**config.mk**
```make
export PLATFORM = sky130hd
export DESIGN_NAME = esc_wdog
export DESIGN_NICKNAME = d
export VERILOG_FILES = /design/src/rtl/esc_wdog_pkg.sv /design/src/rtl/esc_wdog_prescaler.sv /design/src/rtl/esc_wdog_counter.sv /design/src/rtl/esc_wdog_stage.sv /design/src/rtl/esc_wdog.sv
export SDC_FILE = /design/constraint.sdc
export NUM_CORES = 1
export LEC_CHECK = 0
export ABC_AREA = 1
export BUFFER_PORTS_ARGS = -buffer_cell sky130_fd_sc_hd__buf_4
export CELL_PAD_IN_SITES_DETAIL_PLACEMENT = 0
export CELL_PAD_IN_SITES_GLOBAL_PLACEMENT = 1
export CORE_UTILIZATION = 30
export DETAILED_ROUTE_END_ITERATION = 10
export GPL_TIMING_DRIVEN = 1
export HOLD_SLACK_MARGIN = 0.03
export PLACE_DENSITY_LB_ADDON = 0.2
export SLEW_MARGIN = 20
export SYNTH_ARGS = -nofsm -noshare
export SYNTH_HDL_FRONTEND = slang
export SYNTH_SLANG_ARGS = --single-unit
```
**constraint.sdc**
```tcl
create_clock -name clk_i -period 2.4 [get_ports clk_i]
set_input_delay 0.48 -clock clk_i [delete_from_list [all_inputs] [get_ports clk_i]]
set_output_delay 0.48 -clock clk_i [all_outputs]
set_load 0.1 [all_outputs]
```
**src/rtl/esc_wdog_pkg.sv**
```systemverilog
package esc_wdog_pkg;

  typedef enum logic [1:0] {
    ST_IDLE = 2'd0,
    ST_IRQ  = 2'd1,
    ST_NMI  = 2'd2,
    ST_TERM = 2'd3
  } stage_e;

  // highest stage a mode may reach
  function automatic stage_e mode_limit(input logic [1:0] mode);
    case (mode)
      2'd1:    return ST_IRQ;
      2'd2:    return ST_NMI;
      2'd3:    return ST_TERM;
      default: return ST_IDLE;
    endcase
  endfunction

endpackage

```
**src/rtl/esc_wdog_prescaler.sv**
```systemverilog
module esc_wdog_prescaler #(
  parameter int unsigned PRESCALE = 256
) (
  input  logic clk_i,
  input  logic rst_ni,
  input  logic run_i,
  input  logic clr_i,
  output logic tick_o
);
  localparam int unsigned PW = (PRESCALE > 1) ? $clog2(PRESCALE) : 1;
  localparam logic [PW-1:0] LAST = PW'(PRESCALE - 1);

  logic [PW-1:0] pre_q;

  always_ff @(posedge clk_i or negedge rst_ni) begin
    if (!rst_ni)      pre_q <= '0;
    else if (clr_i)   pre_q <= '0;
    else if (run_i)   pre_q <= (pre_q == LAST) ? '0 : pre_q + 1'b1;
  end

  assign tick_o = run_i && !clr_i && (pre_q == LAST);

  // ticks never come back to back
  p_tick_spacing_r2: assert property (@(posedge clk_i) disable iff (!rst_ni)
    tick_o |=> !tick_o);

endmodule

```
**src/rtl/esc_wdog_counter.sv**
```systemverilog
module esc_wdog_counter #(
  parameter int unsigned LEN_W  = 16,
  parameter int unsigned FRAC_W = 8,
  localparam int unsigned CW    = LEN_W + FRAC_W
) (
  input  logic             clk_i,
  input  logic             rst_ni,
  input  logic             clr_i,
  input  logic             load_i,
  input  logic [LEN_W-1:0] load_len_i,
  input  logic             tick_i,
  output logic [CW-1:0]    count_o,
  output logic             expire_o
);
  logic [CW-1:0] cnt_q;
  logic [CW-1:0] reload;

  assign reload   = {load_len_i, {FRAC_W{1'b0}}};
  assign expire_o = tick_i && (cnt_q <= CW'(1));
  assign count_o  = cnt_q;

  always_ff @(posedge clk_i or negedge rst_ni) begin
    if (!rst_ni)       cnt_q <= '0;
    else if (clr_i)    cnt_q <= '0;
    else if (load_i)   cnt_q <= reload;
    else if (tick_i)   cnt_q <= expire_o ? reload : cnt_q - 1'b1;
  end

  // one step down per tick
  p_dec_r2: assert property (@(posedge clk_i) disable iff (!rst_ni)
    (tick_i && !clr_i && !load_i && cnt_q > CW'(1)) |=> cnt_q == $past(cnt_q) - 1'b1);

  // hold between ticks
  p_hold_r2: assert property (@(posedge clk_i) disable iff (!rst_ni)
    (!tick_i && !clr_i && !load_i) |=> $stable(cnt_q));

  // expiry lands on a full reload
  p_expire_reload_r4: assert property (@(posedge clk_i) disable iff (!rst_ni)
    (expire_o && !clr_i) |=> cnt_q[FRAC_W-1:0] == '0);

endmodule

```
**src/rtl/esc_wdog_stage.sv**
```systemverilog
module esc_wdog_stage
  import esc_wdog_pkg::*;
(
  input  logic   clk_i,
  input  logic   rst_ni,
  input  logic   restart_i,
  input  logic   expire_i,
  input  stage_e limit_i,
  output stage_e stage_o,
  output logic   soft_rst_o
);
  stage_e stage_q;
  logic   pulse_q;

  always_ff @(posedge clk_i or negedge rst_ni) begin
    if (!rst_ni) begin
      stage_q <= ST_IDLE;
      pulse_q <= 1'b0;
    end else if (restart_i) begin
      stage_q <= ST_IDLE;
      pulse_q <= 1'b0;
    end else begin
      pulse_q <= 1'b0;
      if (expire_i && (stage_q < limit_i)) begin
        stage_q <= stage_e'(stage_q + 2'd1);
        pulse_q <= (stage_q == ST_NMI);
      end
    end
  end

  assign stage_o    = stage_q;
  assign soft_rst_o = pulse_q;

  // single-step climb
  p_step_r3: assert property (@(posedge clk_i) disable iff (!rst_ni)
    !restart_i |=> (stage_q == $past(stage_q)) || (stage_q == stage_e'($past(stage_q) + 2'd1)));

  // never above the mode cap
  p_limit_r6: assert property (@(posedge clk_i) disable iff (!rst_ni)
    !restart_i |=> stage_q <= $past(limit_i) || stage_q == $past(stage_q));

  // reset request lasts one cycle
  p_pulse_r5: assert property (@(posedge clk_i) disable iff (!rst_ni)
    soft_rst_o |=> !soft_rst_o);

  // request only on entry to terminal
  p_pulse_entry_r5: assert property (@(posedge clk_i) disable iff (!rst_ni)
    $rose(soft_rst_o) |-> stage_q == ST_TERM && $past(stage_q) == ST_NMI);

  // restart returns to idle
  p_restart_r7: assert property (@(posedge clk_i) disable iff (!rst_ni)
    restart_i |=> stage_q == ST_IDLE && !soft_rst_o);

endmodule

```
**src/rtl/esc_wdog.sv**
```systemverilog
module esc_wdog
  import esc_wdog_pkg::*;
#(
  parameter int unsigned LEN_W    = 16,
  parameter int unsigned FRAC_W   = 8,
  parameter int unsigned PRESCALE = 256,
  localparam int unsigned CW      = LEN_W + FRAC_W
) (
  input  logic             clk_i,
  input  logic             rst_ni,
  input  logic             cfg_we_i,
  input  logic [LEN_W-1:0] cfg_len_i,
  input  logic [1:0]       cfg_mode_i,
  input  logic             poke_i,
  output logic [CW-1:0]    count_o,
  output logic [1:0]       stage_o,
  output logic             irq_o,
  output logic             nmi_o,
  output logic             soft_rst_o
);
  logic [LEN_W-1:0] len_q;
  logic [1:0]       mode_q;
  logic             enable, new_en, poke_eff, restart;
  logic             cnt_clr, cnt_load, run, tick, expire;
  logic [LEN_W-1:0] load_len;
  stage_e           stage, limit;

  always_ff @(posedge clk_i or negedge rst_ni) begin
    if (!rst_ni) begin
      len_q  <= '0;
      mode_q <= 2'd0;
    end else if (cfg_we_i) begin
      len_q  <= cfg_len_i;
      mode_q <= cfg_mode_i;
    end
  end

  assign enable   = (|len_q) && (|mode_q);
  assign new_en   = (|cfg_len_i) && (|cfg_mode_i);
  // config write beats poke; poke beats expiry
  assign poke_eff = poke_i && enable && !cfg_we_i;
  assign restart  = cfg_we_i || poke_eff;
  assign cnt_clr  = cfg_we_i && !new_en;
  assign cnt_load = (cfg_we_i && new_en) || poke_eff;
  assign load_len = cfg_we_i ? cfg_len_i : len_q;
  assign run      = enable && (stage != ST_TERM);
  assign limit    = mode_limit(mode_q);

  esc_wdog_prescaler #(.PRESCALE(PRESCALE)) u_pre (
    .clk_i  (clk_i),
    .rst_ni (rst_ni),
    .run_i  (run),
    .clr_i  (restart),
    .tick_o (tick)
  );

  esc_wdog_counter #(.LEN_W(LEN_W), .FRAC_W(FRAC_W)) u_cnt (
    .clk_i      (clk_i),
    .rst_ni     (rst_ni),
    .clr_i      (cnt_clr),
    .load_i     (cnt_load),
    .load_len_i (load_len),
    .tick_i     (tick),
    .count_o    (count_o),
    .expire_o   (expire)
  );

  esc_wdog_stage u_stage (
    .clk_i      (clk_i),
    .rst_ni     (rst_ni),
    .restart_i  (restart),
    .expire_i   (expire),
    .limit_i    (limit),
    .stage_o    (stage),
    .soft_rst_o (soft_rst_o)
  );

  assign stage_o = stage;
  assign irq_o   = (stage != ST_IDLE);
  assign nmi_o   = (stage == ST_NMI) || (stage == ST_TERM);

  // disabled block is silent
  p_disabled_quiet_r8: assert property (@(posedge clk_i) disable iff (!rst_ni)
    !enable |-> count_o == '0 && !irq_o && !nmi_o && !soft_rst_o);

  // live count stays in range
  p_count_bound_r10: assert property (@(posedge clk_i) disable iff (!rst_ni)
    enable |-> count_o != '0 && count_o <= {len_q, {FRAC_W{1'b0}}});

  // interrupt rises only from idle on an expiry
  p_irq_rise_r4: assert property (@(posedge clk_i) disable iff (!rst_ni)
    $rose(irq_o) |-> $past(expire) && $past(stage) == ST_IDLE);

  // config beats poke
  p_cfg_wins_r9: assert property (@(posedge clk_i) disable iff (!rst_ni)
    (cfg_we_i && poke_i && new_en) |=> count_o == {$past(cfg_len_i), {FRAC_W{1'b0}}});

  // poke beats expiry
  p_poke_wins_r9: assert property (@(posedge clk_i) disable iff (!rst_ni)
    (poke_i && enable && expire) |=> stage_o == 2'd0 && !irq_o);

endmodule

```
==> results.json <==
{
  "arrival_ns": 2.33,
  "avgSynthCellArea_um2": 7.606,
  "dp_slack_ns": 0.2832,
  "tns_ns": 0,
  "gp_congestion": 0.7411,
  "setup_ws_ns": 0.2881,
  "tritoncts": "yes",
  "placed_area_um2": 3891,
  "syn_nets": 472,
  "num-fill-cells": 1160,
  "postCtsSetupBuffers": 0,
  "synth_seq_area_share_pct": 39.36,
  "ys_types": 32,
  "die_w_um": 108.0,
  "slew_violations": 0,
  "numCtsBuffers": 5,
  "timing.max_cap.violations": 0,
  "final_hold_viol_count": 0,
  "p_leak_uw": 0.001903,
  "clkTransAtPathRegs_ns": 0.11,
  "die_h_um": 108.0,
  "crit_path_start_kind": "register",
  "start_util_pct": 30.95,
  "antenna_cells": 0,
  "clk_latency_ns": 0.32,
  "ant_nets": 0,
  "port_buffers": 50,
  "relSlewSlack_pct": 51.12,
  "yosysTopAreaCell": "dfrtp_1",
  "p_per_area_nw_per_um2": 929.6,
  "synth_top_area_share_pct": 39.36,
  "drc": 0,
  "grt_overflow": 0,
  "wl_per_cell_um": 13.66,
  "min_period_ns": 2.112,
  "post_cts_resized": 0,
  "utilization_pct": 36.57,
  "grt_max_degree": 54,
  "yosysWarnings": 0,
  "antenna_found_initial": 0,
  "final_common_cell": "nand2_1",
  "vias": 2891,
  "syn2layout_area_growth_pct": 18.16,
  "cts_root_buf": "clkbuf_8",
  "layout-drive-gt1-share_pct": 21.21,
  "rsz0062_at_grt": "false",
  "wl_um": 8675,
  "final_cell_mix": "nand2_1 (123), buf_4 (55), nor2_1 (51), dfrtp_1 (51), inv_1 (47)",
  "cts.hold.buffers_added": 0,
  "dpl.hpwl_um": 6511,
  "max_freq_mhz": 473.5,
  "final_nets": 523,
  "track_usage_pct": 16.11,
  "crit_fanout": 18,
  "hp-class": "input port to async pin",
  "ioPinCount": 51,
  "synth.area.top_cells": "dfrtp_1 (39%), nand2_1 (14%), nand3_1 (6.4%)",
  "stdcell_area_um2": 3981,
  "via_per_inst": 4.553,
  "grt_pass1_vias": 2828,
  "cts_sinks": 53,
  "ctsHtreeMaxLevel": 2,
  "clock_path_buffers": 2,
  "synth_cells": 443,
  "tightest_slew_ns": 0.7332,
  "rows": 38,
  "endpoint_kind": "register",
  "grt_pass1_wl_um": 14550,
  "ys_seq_elements": 53,
  "critPathKind": "register to register",
  "outcome": "finished, final reports clean",
  "reg2reg_depth": 11,
  "skew_ns": 0.01245,
  "cp_data_required_time_ns": 2.62,
  "fp.coreArea_um2": 10890,
  "dr.pass1.iters": 4,
  "drt_iter0_markers": 119,
  "peakVddDrop_v": 0.0008063,
  "synth.cell_area_um2": 3369,
  "dieArea_um2": 11660,
  "fin_crit_sh_pct": 87.99,
  "final-setup-viol-count": 0
}
[kinds of logic after synthesis]
group                    count (synthesis)  share of synthesized area, %
buffers and inverters                   60                         7.501
XOR/XNOR                                27                         7.018
adder cells (fa/ha/maj)                  7                         2.599
flip-flops                              53                         39.36
AO/OA/AOI/OAI                           37                         6.981
AND/OR/NAND/NOR                        259                         36.54
[final cells by class]
class                           instances  area, um^2  area share (%)
Tap cell                              140       175.2           4.400
Multi-Input combinational cell        330        1790           44.97
Clock buffer                            5       68.82           1.728
Clock inverter                          3       21.27          0.5343
Inverter                               49       183.9           4.620
Timing Repair Buffer                   55       412.9           10.37
Sequential cell                        53        1329           33.38
[per-stage QoR]
step,hold WS [ns],total power (uW),cells
floorplan,0.1844,2749,443
global placement,0.4954,3196,627
detailed placement,0.4995,3202,627
CTS,0.2381,3760,635
global route,0.2559,3929,635
finish,0.1983,3701,635
[synthesized netlist by cell type, drive strengths merged]
master    n
nand2   127
nor2     64
dfrtp    53
inv      49
nand3    48
o21ai    30
xor2     18
nor3      9
xnor2     9
buf       7
ha        7
clkbuf    4
nand4     4
a21oi     3
nor4      3
o22ai     3
or2       3
nand3b    1
o211a     1
[worst max-delay path: stages (launching register included)]
cell     delay (ns)
dfrtp_2        0.45
inv_1          0.10
ha_1           0.18
nor2_1         0.06
nor3_1         0.18
nand3_2        0.13
nor3_4         0.16
nand3_4        0.25
nand2_4        0.25
nand2_1        0.10
nand3_1        0.11
nand2_1        0.06
[registers in the layout (all words and copies together), names as in the netlist]
name                flops
len_q                  16
u_cnt.count_o          24
u_stage.soft_rst_o      1
u_pre.pre_q             8
u_stage.stage_o         2
mode_q                  2
[final timing paths]
check | slack (ns) | start | to
setup / recovery | 0.29 | u_cnt.count_o[0] | u_cnt.count_o[14]
hold / removal | 0.20 | rst_ni | len_q[12]
setup reg to reg | 0.29 | u_cnt.count_o[0] | u_cnt.count_o[14]
hold reg to reg | 0.51 | u_cnt.count_o[0] | u_cnt.count_o[0]
max in group asynchronous | 1.65 | rst_ni | u_cnt.count_o[0]
min in group clk_i | 0.39 | cfg_mode_i[1] | mode_q[1]
[routing by layer]
layer | part of all wire, % | GRT usage [%] | routed length, um
met1 | 52 | 23.40 | 4490
met2 | 44 | 25.25 | 3791
met3 | 3.6 | 2.471 | 313
met4 | 0.91 | 3.229 | 79
met5 | 0 | 0 | 0
[power breakdown]
group | internal [uW] | switching [uW]
combinational | 496 | 1440
sequential | 1030 | 204
clock | 208 | 325
total | 1730 | 1970
Power figures use the tool's default switching activity.
